$ cat src/rtl/erase_plan_pkg.sv
package erase_plan_pkg;

    // Erase units, largest first; the index order is the test priority.
    localparam int N_UNITS = 3;

    typedef enum logic [0:0] {
        PL_IDLE = 1'b0,
        PL_RUN  = 1'b1
    } plan_state_e;

    // log2 of the unit size expressed in 4 KB sectors
    function automatic int unsigned unit_shift(input int unsigned idx);
        case (idx)
            0:       return 4;   // 64 KB
            1:       return 3;   // 32 KB
            default: return 0;   // 4 KB
        endcase
    endfunction

    function automatic logic [7:0] unit_opcode(input int unsigned idx);
        case (idx)
            0:       return 8'hD8;
            1:       return 8'h52;
            default: return 8'h20;
        endcase
    endfunction

endpackage

$ cat src/rtl/erase_unit_pick.sv
module erase_unit_pick
    import erase_plan_pkg::*;
#(
    parameter int SECT_W = 12,
    parameter int CNT_W  = 12
) (
    input  logic [SECT_W-1:0] sector,
    input  logic [CNT_W-1:0]  remain,
    output logic [7:0]        opcode,
    output logic [CNT_W-1:0]  span
);

    logic [N_UNITS-1:0] fits;

    // One alignment/coverage test per erase unit
    for (genvar i = 0; i < N_UNITS; i++) begin : g_unit
        localparam int unsigned SH = unit_shift(i);
        localparam logic [CNT_W-1:0]  SIZE = CNT_W'(1) << SH;
        localparam logic [SECT_W-1:0] MASK = (SECT_W'(1) << SH) - SECT_W'(1);
        assign fits[i] = ((sector & MASK) == '0) && (remain >= SIZE);
    end

    // Priority: lowest index (largest unit) that fits wins
    always_comb begin
        opcode = unit_opcode(N_UNITS - 1);
        span   = CNT_W'(1) << unit_shift(N_UNITS - 1);
        for (int i = N_UNITS - 1; i >= 0; i--) begin
            if (fits[i]) begin
                opcode = unit_opcode(i);
                span   = CNT_W'(1) << unit_shift(i);
            end
        end
    end

endmodule

$ cat src/rtl/erase_planner.sv
module erase_planner
    import erase_plan_pkg::*;
#(
    parameter int SECT_W     = 12,
    parameter int CNT_W      = 12,
    parameter int SECT_SHIFT = 12
) (
    input  logic                         clk,
    input  logic                         rst_n,
    input  logic                         start_valid,
    output logic                         start_ready,
    input  logic [SECT_W-1:0]            start_sector,
    input  logic [CNT_W-1:0]             start_count,
    output logic                         cmd_valid,
    input  logic                         cmd_ready,
    output logic [7:0]                   cmd_opcode,
    output logic [SECT_W+SECT_SHIFT-1:0] cmd_addr,
    output logic                         done
);

    localparam int ADDR_W = SECT_W + SECT_SHIFT;
    localparam logic [ADDR_W-1:0] MASK_64K = (ADDR_W'(1) << (SECT_SHIFT + 4)) - ADDR_W'(1);
    localparam logic [ADDR_W-1:0] MASK_32K = (ADDR_W'(1) << (SECT_SHIFT + 3)) - ADDR_W'(1);

    typedef struct packed {
        plan_state_e       state;
        logic [SECT_W-1:0] sector;   // sector of the command on offer
        logic [CNT_W-1:0]  remain;   // sectors left, including the offered one
        logic [7:0]        op;
        logic [CNT_W-1:0]  step;
        logic              done;
    } plan_regs_t;

    plan_regs_t q, d;

    logic [SECT_W-1:0] nxt_sector;
    logic [CNT_W-1:0]  nxt_remain;
    logic [7:0]        pick_op;
    logic [CNT_W-1:0]  pick_span;
    logic              accept_req;
    logic              accept_cmd;

    assign accept_req = (q.state == PL_IDLE) && start_valid;
    assign accept_cmd = (q.state == PL_RUN) && cmd_ready;

    // Position the planner would move to this cycle
    always_comb begin
        nxt_sector = q.sector;
        nxt_remain = q.remain;
        if (accept_req) begin
            nxt_sector = start_sector;
            nxt_remain = start_count;
        end else if (accept_cmd) begin
            nxt_sector = q.sector + SECT_W'(q.step);
            nxt_remain = q.remain - q.step;
        end
    end

    erase_unit_pick #(
        .SECT_W (SECT_W),
        .CNT_W  (CNT_W)
    ) u_pick (
        .sector (nxt_sector),
        .remain (nxt_remain),
        .opcode (pick_op),
        .span   (pick_span)
    );

    always_comb begin
        d      = q;
        d.done = 1'b0;
        if (accept_req || accept_cmd) begin
            d.sector = nxt_sector;
            d.remain = nxt_remain;
            if (nxt_remain == '0) begin
                d.state = PL_IDLE;
                d.done  = 1'b1;
            end else begin
                d.state = PL_RUN;
                d.op    = pick_op;
                d.step  = pick_span;
            end
        end
    end

    always_ff @(posedge clk or negedge rst_n) begin
        if (!rst_n) begin
            q <= '{state: PL_IDLE, sector: '0, remain: '0, op: 8'h00, step: '0, done: 1'b0};
        end else begin
            q <= d;
        end
    end

    assign start_ready = (q.state == PL_IDLE);
    assign cmd_valid   = (q.state == PL_RUN);
    assign cmd_opcode  = q.op;
    assign cmd_addr    = {q.sector, {SECT_SHIFT{1'b0}}};
    assign done        = q.done;

    // ---------------- assertions ----------------
    p_hold_r9: assert property (@(posedge clk) disable iff (!rst_n)
        cmd_valid && !cmd_ready |=> cmd_valid && $stable(cmd_opcode) && $stable(cmd_addr));

    p_big_align_r2: assert property (@(posedge clk) disable iff (!rst_n)
        cmd_valid && cmd_opcode == 8'hD8 |-> (cmd_addr & MASK_64K) == '0);

    p_mid_align_r3: assert property (@(posedge clk) disable iff (!rst_n)
        cmd_valid && cmd_opcode == 8'h52 |-> (cmd_addr & MASK_32K) == '0);

    p_known_op_r4: assert property (@(posedge clk) disable iff (!rst_n)
        cmd_valid |-> cmd_opcode inside {8'hD8, 8'h52, 8'h20});

    p_busy_closed_r8: assert property (@(posedge clk) disable iff (!rst_n)
        cmd_valid |-> !start_ready);

    p_zero_count_r7: assert property (@(posedge clk) disable iff (!rst_n)
        start_valid && start_ready && start_count == '0 |=> done && !cmd_valid);

    p_launch_r11: assert property (@(posedge clk) disable iff (!rst_n)
        start_valid && start_ready && start_count != '0 |=> cmd_valid);

    p_done_pulse_r10: assert property (@(posedge clk) disable iff (!rst_n)
        done |-> !cmd_valid && start_ready && !$past(done));

endmodule

$ cat config.mk
export PLATFORM = sky130hd
export DESIGN_NAME = erase_planner
export DESIGN_NICKNAME = d
export VERILOG_FILES = /design/src/rtl/erase_plan_pkg.sv /design/src/rtl/erase_unit_pick.sv /design/src/rtl/erase_planner.sv
export SDC_FILE = /design/constraint.sdc
export NUM_CORES = 1
export LEC_CHECK = 0
export CORE_MARGIN = 3
export CORE_UTILIZATION = 47
export DETAILED_ROUTE_END_ITERATION = 7
export PLACE_DENSITY = 0.8
export SLEW_MARGIN = 20
export SYNTH_ARGS = -nofsm -noshare
export SYNTH_HDL_FRONTEND = slang
export SYNTH_SLANG_ARGS = --single-unit
export TNS_END_PERCENT = 5
$ cat constraint.sdc
create_clock -name clk -period 2.97 [get_ports clk]
set_clock_uncertainty 0.1 [all_clocks]
set_input_delay 0.594 -clock clk [delete_from_list [all_inputs] [get_ports clk]]
set_output_delay 0.594 -clock clk [all_outputs]
set_load 0.1 [all_outputs]
==> results of run 1 <==
-- worst min-delay path by stage --
stage	start	end	cells past startpoint
floorplan	rst_n	cmd_addr[12]$_DFFE_PN0N_	0
global placement	cmd_addr[16]$_DFFE_PN0N_	cmd_addr[16]$_DFFE_PN0N_	2
detailed placement	cmd_addr[12]$_DFFE_PN0N_	cmd_addr[12]$_DFFE_PN0N_	2
CTS	cmd_addr[22]$_DFFE_PN0N_	cmd_addr[22]$_DFFE_PN0N_	1
global route	cmd_addr[16]$_DFFE_PN0N_	cmd_addr[16]$_DFFE_PN0N_	2
finish	cmd_addr[22]$_DFFE_PN0N_	cmd_addr[22]$_DFFE_PN0N_	1
-- metal layers --
layer / wire length (µm) / up-vias / global-route usage
li1: - / 883 / -
met1: 2110 / 845 / 0.251
met2: 2460 / 56 / 0.350
met3: 327 / 5 / 0.0443
met4: 50 / 0 / 0.0605
met5: 0 / - / 0
-- cell usage after synthesis (2+ instances only) --
master	count
a211oi_1	2
dfrtp_1	30
nand4_1	2
a21oi_2	2
o311ai_0	4
inv_1	7
xor2_1	5
nor3b_1	2
o21ai_1	2
buf_2	2
a31oi_1	4
o211ai_1	4
and2_1	2
or4_1	3
a21oi_1	2
ha_1	8
clkbuf_1	6
nand2b_1	3
nand3_1	8
or3_1	2
mux2i_1	2
nor4_1	3
nor3_1	2
nor2_1	7
nand2_1	32
o21a_1	4
o21ai_0	11
a221o_1	4
a22oi_1	4
nor2b_1	2
buf_4	32
o221ai_1	2
-- where the power goes --
group	total [mW]	switching [mW]	internal [mW]
Clock	0.347	0.161	0.187
Sequential	0.694	0.141	0.552
Combinational	1.72	1.14	0.577
-- cell usage in the layout (no fill, tap or decap), types with 2 or more instances in the layout --
master / instances
clkdlybuf4s50_1: 27
clkbuf_8: 6
nor3_1: 2
a211oi_1: 2
a21oi_2: 2
o21ai_1: 2
buf_4: 46
o211ai_1: 4
inv_1: 7
nand3_1: 8
or4_1: 3
dfrtp_1: 29
mux2i_1: 2
or3_1: 2
nor2_1: 7
o311ai_0: 4
ha_1: 8
nor2b_1: 2
o221ai_1: 2
nor3b_1: 2
and2_1: 2
a22oi_1: 4
nand2_1: 32
nand4_1: 2
o21a_1: 4
xor2_1: 5
a21oi_1: 2
conb_1: 14
o21ai_0: 11
a221o_1: 4
nand2b_1: 3
a31oi_1: 4
nor4_1: 3
-- state kept, by name (all words and copies together), names as in the netlist --
register,cells
cmd_valid,1
done,1
cmd_opcode,4
q,12
cmd_addr,12
-- worst max-delay path, stage by stage --
cell	delay, ps
clkdlybuf4s50_1	460
nor2b_1	240
buf_4	210
o21ai_0	130
or4_1	540
nor4_2	230
buf_4	170
nand2_2	50
a22o_1	240
-- cell type report --
cell class / count / area (µm²)
fillers: 381 / 1510
multi-input cells: 161 / 1060
flip-flops and latches: 30 / 752
repair buffers: 73 / 616
clock buffers: 7 / 86.3
well taps: 50 / 62.6
inverters: 7 / 26.3
clock inverters: 1 / 5.00
-- per-stage QoR --
stage	std cells	power [mW]	setup WS, ps
after global placement	321	2.37	-49.9
after detailed placement	321	2.41	-131
final	329	2.76	160
after global routing	329	2.94	0.0511
after CTS	329	2.78	161
after floorplan	238	2.07	163
-- cells by family (layout without fill, tap and decap cells) --
| kind of cell | Yosys count | in the layout | synth area share |
|---|---|---|---|
| AND/OR/NAND/NOR | 76 | 76 | 0.206 |
| AO/OA/AOI/OAI | 55 | 55 | 0.198 |
| buffers and inverters | 47 | 88 | 0.145 |
| flip-flops | 30 | 30 | 0.364 |
| adder cells (fa/ha/maj) | 8 | 8 | 0.0486 |
| XOR/XNOR | 5 | 5 | 0.0212 |
| multiplexers | 3 | 3 | 0.0152 |
| other | 1 | 14 | 0.00182 |
==> results.sh, run 1 <==
export IMPL_hold_viol=0
export IMPL_worstPathArrival_ps=2880
export IMPL_critPathCapture="cmd_valid$_DFFE_PN0N_"
export IMPL_status="finished clean"
export IMPL_postLayoutCoreUtil=0.634
export IMPL_async_flop_share=1.00
export IMPL_h_tree_depth=2
export IMPL_ys_ff_latch=30
export IMPL_synth_ff_type="dfrtp_1"
export IMPL_ctsResizeCount=0
export IMPL_drt_first_pass_iters=4
export IMPL_drv_cap=0
export IMPL_grtUsageTotal=0.202
export IMPL_antenna_found_initial=0
export IMPL_numClockSinks=30
export IMPL_fin_crit_ps=2810
export IMPL_vias=1789
export IMPL_grt_pass1_wl_um=8270
export IMPL_reg2reg_to="cmd_valid$_DFFE_PN0N_"
export IMPL_yosys_area_top_type="dfrtp_1"
export IMPL_clkTransAtPathRegs_ps=70
export IMPL_port_buffers=48
export IMPL_timing_fmax_mhz=356
export IMPL_grt_setup_unrepaired="no"
export IMPL_power_density_nw_per_um2=1060
export IMPL_cts_root_buf="clkbuf_8"
export IMPL_die_area_um2=5220
export IMPL_r2r_start="cmd_opcode[1]$_DFFE_PN0P_"
export IMPL_dieHeight_um=72.2
export IMPL_fin_area_um2=2610
export IMPL_numCtsBuffers=5
export IMPL_wl_per_cell_um=15.0
export IMPL_cts_setup_buffers=0
export IMPL_r2r_slack_ps=190
export IMPL_yosysTopAreaCellShare=0.364
export IMPL_ioPinCount=63
export IMPL_start_kind="input port"
export IMPL_synthTopCellsByArea="dfrtp_1 (36%), buf_4 (12%), nand2_1 (5.8%), ha_1 (4.9%), o21ai_0 (2.7%)"
export IMPL_cp_end_kind="register"
export IMPL_avgSynthCellArea_um2=9.16
export IMPL_reg2reg_depth=9
export IMPL_drtAntennaViolNets=0
export IMPL_timing_hold_ws_ps=471
export IMPL_ir_worst_vdd_mv=0.468
export IMPL_setup_tns_ps=0
export IMPL_first_iter_violations=82
export IMPL_clockBufferDepth=2
export IMPL_hp_class="reg -> reg"
export IMPL_p_leak_nw=1.17
export IMPL_drc=0
export IMPL_initial_core_util=0.501
export IMPL_die_w_um=72.2
export IMPL_synth_cells=225
export IMPL_postCtsHoldBufs=0
export IMPL_finalSetupViolCount=0
export IMPL_worstPathRequired_ps=3040
export IMPL_syn_to_final_growth_pct=26.5
export IMPL_place_hpwl_um=3830
export IMPL_yosysSeqAreaShare=0.364
export IMPL_critPathLaunch="start_valid"
export IMPL_gp_congestion=0.852
export IMPL_routed_wl_um=4940
export IMPL_syn_area_um2=2060
export IMPL_nNetsFinal=314
export IMPL_synth_cell_types=52
export IMPL_critPathMaxFanout=9
export IMPL_placed_area_um2=2520
export IMPL_placementRows=23
export IMPL_n_antenna_cell=0
export IMPL_yosysWarnings=0
export IMPL_path_class="in -> reg"
export IMPL_core_um2=4120
export IMPL_grt_max_degree=31
export IMPL_clk_latency_ps=280
export IMPL_avgViaCountPerCell=5.44
export IMPL_cts_tree="done"
export IMPL_synth_edf_count=0
export IMPL_slew_violations=0
export IMPL_drive_above_1_share=0.226
export IMPL_min_period_over_period=0.946
export IMPL_grt_pass1_vias=1823
export IMPL_overflow=0
No activity file was read; power rests on OpenSTA's default activity.
==> inputs of run 2 (changes only) <==
GPL_ROUTABILITY_DRIVEN = 0   (was default)
==> results of run 2 <==
Same layout as run 1: the final DEF is identical, and so are final timing and power.
